File: src/rtl/evt_cmp_pkg.sv
package evt_cmp_pkg;
  localparam int CFG_W   = 4;
  localparam int CFG_EN  = 0;
  localparam int CFG_PER = 1;
  localparam int CFG_SET = 2;
  localparam int CFG_M32 = 3;
endpackage

File: src/rtl/evt_cmp_reach.sv
// Signed "now has reached target" test, full width or low half.
module evt_cmp_reach #(
  parameter int W = 64,
  parameter int H = W / 2
) (
  input  logic [W-1:0] now_i,
  input  logic [W-1:0] tgt_i,
  input  logic         narrow_i,
  output logic         reached_o
);
  logic [W-1:0] d_full;
  logic [H-1:0] d_half;

  assign d_full    = now_i - tgt_i;
  assign d_half    = now_i[H-1:0] - tgt_i[H-1:0];
  assign reached_o = narrow_i ? ~d_half[H-1] : ~d_full[W-1];
endmodule

File: src/rtl/evt_cmp_wrap.sv
// Flags a rollover of the low half of the counter.
module evt_cmp_wrap #(
  parameter int H = 32
) (
  input  logic         clk_i,
  input  logic         rst_ni,
  input  logic [H-1:0] lo_i,
  output logic         wrap_o
);
  logic [H-1:0] prev_q;

  always_ff @(posedge clk_i or negedge rst_ni) begin
    if (!rst_ni) prev_q <= '0;
    else         prev_q <= lo_i;
  end

  assign wrap_o = lo_i < prev_q;
endmodule

File: src/rtl/evt_cmp_chan.sv
module evt_cmp_chan
  import evt_cmp_pkg::*;
#(
  parameter int CNT_W  = 64,
  parameter int HALF_W = CNT_W / 2
) (
  input  logic              clk_i,
  input  logic              rst_ni,
  input  logic [CNT_W-1:0]  cnt_i,
  input  logic              glb_en_i,
  input  logic              cfg_we_i,
  input  logic [CFG_W-1:0]  cfg_wdata_i,
  input  logic              cmp_lo_we_i,
  input  logic              cmp_hi_we_i,
  input  logic [HALF_W-1:0] wdata_i,
  output logic              fire_o,
  output logic [CNT_W-1:0]  cmp_o,
  output logic [CFG_W-1:0]  cfg_o
);
  localparam logic [HALF_W-1:0] NO_MSB = {1'b0, {(HALF_W-1){1'b1}}};

  logic [CFG_W-1:0] cfg_q;
  logic [CNT_W-1:0] cmp_q, per_q, tgt_q;
  logic             armed_q, wrap_q, catch_q, fire_q, glb_q;

  logic ch_en, per_mode, set_arm, m32, per_nz, cmp_wr;
  logic live_en, reached, catch_more, wrapped;
  logic hit, wrap_hit, step;
  logic [CNT_W-1:0] cmp_sum, tgt_sel;

  assign ch_en    = cfg_q[CFG_EN];
  assign per_mode = cfg_q[CFG_PER];
  assign set_arm  = cfg_q[CFG_SET];
  assign m32      = cfg_q[CFG_M32];
  assign per_nz   = |per_q;
  assign cmp_wr   = cmp_lo_we_i | cmp_hi_we_i;
  assign live_en  = armed_q & glb_en_i & ch_en;

  always_comb begin
    cmp_sum = cmp_q + per_q;
    if (m32) cmp_sum[CNT_W-1:HALF_W] = '0;
  end

  // catch-up compares the advanced comparator against the counter sampled at the hit
  assign tgt_sel = catch_q ? tgt_q : cnt_i;

  evt_cmp_reach #(.W(CNT_W), .H(HALF_W)) u_reach_live (
    .now_i(cnt_i), .tgt_i(cmp_q), .narrow_i(m32), .reached_o(reached)
  );

  evt_cmp_reach #(.W(CNT_W), .H(HALF_W)) u_reach_catch (
    .now_i(tgt_sel), .tgt_i(cmp_sum), .narrow_i(m32), .reached_o(catch_more)
  );

  evt_cmp_wrap #(.H(HALF_W)) u_wrap (
    .clk_i(clk_i), .rst_ni(rst_ni), .lo_i(cnt_i[HALF_W-1:0]), .wrap_o(wrapped)
  );

  assign hit      = live_en & reached & ~catch_q;
  assign wrap_hit = live_en & m32 & ~per_mode & wrapped & ~wrap_q & ~reached & ~catch_q;
  assign step     = live_en & per_mode & per_nz & (hit | catch_q) & ~cmp_wr & ~cfg_we_i;

  always_ff @(posedge clk_i or negedge rst_ni) begin
    if (!rst_ni) begin
      cfg_q   <= '0;
      cmp_q   <= '1;
      per_q   <= '0;
      tgt_q   <= '0;
      armed_q <= 1'b0;
      wrap_q  <= 1'b0;
      catch_q <= 1'b0;
      fire_q  <= 1'b0;
      glb_q   <= 1'b0;
    end else begin
      fire_q <= hit | wrap_hit;
      glb_q  <= glb_en_i;

      if (step) begin
        cmp_q   <= cmp_sum;
        catch_q <= catch_more;
      end else begin
        catch_q <= 1'b0;
      end
      if (hit) tgt_q <= cnt_i;
      if (hit && !(per_mode && per_nz)) armed_q <= 1'b0;
      if (wrap_hit) wrap_q <= 1'b1;

      if (cfg_we_i) begin
        cfg_q <= cfg_wdata_i;
        if (cfg_wdata_i[CFG_M32]) begin
          cmp_q[CNT_W-1:HALF_W] <= '0;
          per_q[CNT_W-1:HALF_W] <= '0;
        end
        if (cfg_wdata_i[CFG_EN] && !ch_en && glb_en_i) begin
          armed_q <= 1'b1;
          wrap_q  <= 1'b0;
          catch_q <= 1'b0;
        end else if (!cfg_wdata_i[CFG_EN] && ch_en) begin
          armed_q <= 1'b0;
          catch_q <= 1'b0;
        end
      end

      if (cmp_wr) begin
        cfg_q[CFG_SET] <= 1'b0;
        if (cmp_lo_we_i) begin
          if (!per_mode || set_arm) cmp_q[HALF_W-1:0] <= wdata_i;
          if (per_mode) per_q[HALF_W-1:0] <= m32 ? (wdata_i & NO_MSB) : wdata_i;
        end
        if (cmp_hi_we_i && !m32) begin
          if (!per_mode || set_arm) cmp_q[CNT_W-1:HALF_W] <= wdata_i;
          if (per_mode) per_q[CNT_W-1:HALF_W] <= wdata_i & NO_MSB;
        end
        if (ch_en && glb_en_i) begin
          armed_q <= 1'b1;
          wrap_q  <= 1'b0;
          catch_q <= 1'b0;
        end
      end

      if (glb_en_i && !glb_q && ch_en && cmp_q != '1) begin
        armed_q <= 1'b1;
        wrap_q  <= 1'b0;
        catch_q <= 1'b0;
      end else if (!glb_en_i && glb_q) begin
        armed_q <= 1'b0;
        catch_q <= 1'b0;
      end
    end
  end

  assign fire_o = fire_q;
  assign cmp_o  = cmp_q;
  assign cfg_o  = cfg_q;
endmodule

File: config.mk
export PLATFORM = sky130hd
export DESIGN_NAME = evt_cmp_chan
export DESIGN_NICKNAME = d
export VERILOG_FILES = /design/src/rtl/evt_cmp_pkg.sv /design/src/rtl/evt_cmp_reach.sv /design/src/rtl/evt_cmp_wrap.sv /design/src/rtl/evt_cmp_chan.sv
export SDC_FILE = /design/constraint.sdc
export NUM_CORES = 1
export LEC_CHECK = 0
export BUFFER_PORTS_ARGS = -buffer_cell sky130_fd_sc_hd__buf_4
export CORE_AREA = 5 5 171 173
export DETAILED_ROUTE_END_ITERATION = 12
export DIE_AREA = 0 0 176 178
export PLACE_DENSITY = 0.87
export RECOVER_POWER = 100
export SYNTH_ARGS = -nofsm -noshare
export SYNTH_HDL_FRONTEND = slang
export SYNTH_SLANG_ARGS = --single-unit
File: constraint.sdc
create_clock -name clk_i -period 9 [get_ports clk_i]
set_input_delay 0.9 -clock clk_i [delete_from_list [all_inputs] [get_ports clk_i]]
set_output_delay 0.9 -clock clk_i [all_outputs]
set_load 0.02 [all_outputs]
==> flow_metrics.env <==
export IMPL_status="finished, violations left"
export IMPL_violations="capacitance limit, slew limit"
export IMPL_wl_per_cell_um=25.5
export IMPL_r2r_end="tgt_q[2]$_DFFE_PN0P_"
export IMPL_fin_ws_ns=1.99
export IMPL_min_to="armed_q$_DFF_PN0_"
export IMPL_holdCritStartpoint="glb_q$_DFF_PN0_"
export IMPL_dp_worst_setup_slack_ns=3.08
export IMPL_reg2reg_from="cmp_o[62]$_DFF_PN1_"
export IMPL_start_kind="flop"
export IMPL_yosysSeqAreaShare_pct=33.2
export IMPL_syn_area_mm2=0.0178
export IMPL_fillCellCount=2004
export IMPL_avgSynthCellArea_um2=9.59
export IMPL_gp_congestion=1.01
export IMPL_switching_power_mw=1.99
export IMPL_die_x_um=176
export IMPL_synth_seq_cells=233
export IMPL_first_pass_iters=8
export IMPL_rsz0062_at_grt="no"
export IMPL_area_growth_pct=12.8
export IMPL_period_share_pct=77.9
export IMPL_grt_max_degree=108
export IMPL_drv_cap=8
export IMPL_hold_path_class="flop to flop"
export IMPL_core_mm2=0.0275
export IMPL_startpoint="cmp_o[62]$_DFF_PN1_"
export IMPL_cts_tree="built"
export IMPL_die_h_um=178
export IMPL_initial_core_util_pct=64.8
export IMPL_seqCellArea_mm2=0.00591
export IMPL_final_antenna_net_count=0
export IMPL_multi_input_area_mm2=0.0112
export IMPL_grt_first_pass_wirelength_um=93100
export IMPL_drive_gt1_share_pct=19.7
export IMPL_grtUsageTotal_pct=37.9
export IMPL_path_class="flop to flop"
export IMPL_regToRegSetupSlack_ns=1.99
export IMPL_async_flop_share_pct=100
export IMPL_synthFlopType="dfrtp_1"
export IMPL_clkPwrFrac_pct=23.3
export IMPL_ff2ff_path_depth=10
export IMPL_numCtsBuffers=27
export IMPL_pwr_share_seq_pct=31.6
export IMPL_ys_warn_count=0
export IMPL_port_buffers=174
export IMPL_cts_buffer_depth=3
export IMPL_final_setup_tns_ns=0
export IMPL_crit_path_max_fanout=37
export IMPL_clkSinkCount=233
export IMPL_swShare_pct=40.7
export IMPL_synth_cells=1857
export IMPL_power_density_mw_per_mm2=244
export IMPL_worstHoldPathCells=1
export IMPL_vias_per_cell=6.74
export IMPL_timing_final_crit_period_ns=7.01
export IMPL_final_setup_viol_count=0
export IMPL_clkLatencyLatePin_ns=0.55
export IMPL_intPower_mw=2.90
export IMPL_worst_setup_path_end_kind="flop"
export IMPL_antenna_found_initial=1
export IMPL_vias=15900
export IMPL_vdd_drop_max_mv=0.250
export IMPL_final_nets=2324
export IMPL_pwr_share_comb_pct=45.1
export IMPL_cp_required_ns=9.43
export IMPL_dpl_hpwl_um=45600
export IMPL_drc=0
export IMPL_clkTransAtPathRegs_ns=0.06
export IMPL_final_util_pct=73.1
export IMPL_htreeDepth=1
export IMPL_synth_top_cell_area_share_pct=23.8
export IMPL_synth_area_leaders="dfrtp_1 24%, ha_1 15%, mux2_2 12%"
export IMPL_grt_pass1_vias=16300
export IMPL_synthesis_nets=2182
export IMPL_cp_data_arrival_time_ns=7.44
export IMPL_drt_iter0_drc=1444
export IMPL_pin_count=175
export IMPL_total_power_mw=4.90
export IMPL_fin_worst_skew_ns=0.0153
export IMPL_postCtsSetupBuffers=0
export IMPL_fp_row_count=61
export IMPL_hold_buffers=0
export IMPL_cts_resized=0
export IMPL_yosysTopAreaCell="dfrtp_1"
export IMPL_tightest_slew_ns=5.93
export IMPL_synth_cell_types=73
export IMPL_hold_viol=0
export IMPL_gr_total_overflow=0
export IMPL_max_freq_mhz=143
export IMPL_dieArea_mm2=0.0313
export IMPL_finalMaxSlewViolations=348
export IMPL_cts_root_buf="clkbuf_16"
export IMPL_synth_edff_count=0
export IMPL_leakagePower_nw=9.12
export IMPL_wl_um=60300
export IMPL_relSlewSlack_pct=-295
## power by group through the flow
stage                     Combinational, mW  Sequential [mW]  Clock (mW)
after CTS                              2.19             1.55        1.15
after floorplan                        1.42             1.55           0
after global routing                   2.40             1.57        1.19
after global placement                 2.10             1.55           0
final                                  2.21             1.55        1.14
after detailed placement               2.15             1.57           0
## how the worst max path moves through the flow
| stage | to | cells past startpoint |
|---|---|---|
| global placement | catch_q$_DFF_PN0_ | 20 |
| finish | tgt_q[2]$_DFFE_PN0P_ | 10 |
| CTS | catch_q$_DFF_PN0_ | 19 |
| global route | per_q[48]$_DFF_PN0_ | 2 |
| floorplan | catch_q$_DFF_PN0_ | 21 |
| detailed placement | catch_q$_DFF_PN0_ | 18 |
## stage by stage
step / hold WS [ns] / instances / area [um^2]
5_1_grt: 0.485 / 2365 / 20100
3_3_place_gp: 0.424 / 2316 / 19400
2_1_floorplan: 0.418 / 1857 / 17800
4_1_cts: 0.444 / 2365 / 20300
6_report: 0.477 / 2366 / 20100
3_5_place_dp: 0.476 / 2316 / 19400
## cell families (layout without fill, tap and decap cells)
family                     count (synthesis)  in the layout  synth area share [%]
AOI/OAI and AO/OA                        426            426                  15.6
xor gates and xnor gates                  51             51                  2.51
adders and majority gates                219            219                  15.4
buffers and inverters                    194            356                  4.20
DFF                                      233            233                  33.2
muxes                                    253            253                  15.6
other                                      0              1                     0
and+or+nand+nor                          481            481                  13.5
## critical path, cell delays in order (launching register included)
cell      delay [ns]
dfstp_1         0.67
inv_1           0.10
ha_1            0.32
nand4_1         0.19
nor4_1          0.91
nor3_1          0.08
a211o_1         0.31
a21oi_1         0.34
and2_0          1.63
clkbuf_1        1.80
mux2_2          0.47
## layout by cell type (no fill, tap or decap), types with 19 or more instances in the layout
cell type / n
a21o_1: 55
xor2_1: 21
dfrtp_1: 168
mux2i_1: 58
ha_1: 218
o21bai_1: 19
nor2_1: 67
nand4_1: 77
clkbuf_1: 54
buf_4: 140
inv_1: 117
mux2_2: 192
nor4_1: 28
nor3_1: 30
nor2b_1: 22
a21oi_1: 130
dfstp_1: 63
clkbuf_16: 27
xnor2_1: 30
nand3_1: 44
o21ai_0: 85
nand2_1: 154
## state kept, by name (all words and copies together) (netlist names)
register / flops
cmp_o: 64
per_q: 64
tgt_q: 64
u_wrap.prev_q: 32
cfg_o: 4
armed_q: 1
catch_q: 1
fire_o: 1
glb_q: 1
wrap_q: 1
## cell usage after synthesis (3+ instances only)
| cell | instances |
|---|---|
| a2111oi_0 | 4 |
| a211o_1 | 3 |
| a211oi_1 | 14 |
| a21boi_0 | 7 |
| a21o_1 | 55 |
| a21oi_1 | 131 |
| a221oi_1 | 6 |
| a22o_1 | 14 |
| a311oi_1 | 6 |
| a31o_2 | 5 |
| a31oi_1 | 13 |
| a32oi_1 | 10 |
| and2_1 | 9 |
| and3_1 | 9 |
| and4_1 | 5 |
| buf_1 | 3 |
| buf_2 | 12 |
| clkbuf_1 | 60 |
| dfrtp_1 | 169 |
| dfstp_2 | 64 |
| ha_1 | 218 |
| inv_1 | 117 |
| mux2_2 | 195 |
| mux2i_1 | 58 |
| nand2_1 | 154 |
| nand2b_1 | 6 |
| nand3_1 | 44 |
| nand3b_1 | 4 |
| nand4_1 | 77 |
| nor2_1 | 67 |
| nor2b_1 | 22 |
| nor3_1 | 30 |
| nor4_1 | 28 |
| nor4b_1 | 3 |
| o211ai_1 | 9 |
| o21a_1 | 8 |
| o21ai_0 | 83 |
| o21bai_1 | 19 |
| o31ai_1 | 8 |
| or2_2 | 8 |
| or3_1 | 8 |
| or4_1 | 4 |
| xnor2_1 | 30 |
| xor2_1 | 21 |
## per-layer routing
metal,vias up,global-route usage [%],part of all wire (%)
met2,782,65.7,49
met4,2,14.9,4.6
met1,7820,47.5,39
met5,-,0,0.025
li1,7152,-,-
met3,185,6.40,7.9
## cell type report
| type | count | share of cell area, % |
|---|---|---|
| flip-flops and latches | 233 | 29.4 |
| clock inverters | 11 | 0.679 |
| repair buffers | 189 | 6.15 |
| clock buffers | 38 | 3.82 |
| well taps | 346 | 2.16 |
| diodes | 1 | 0.0125 |
| multi-input cells | 1430 | 55.5 |
| inverters | 118 | 2.21 |
Power figures use the tool's default switching activity.
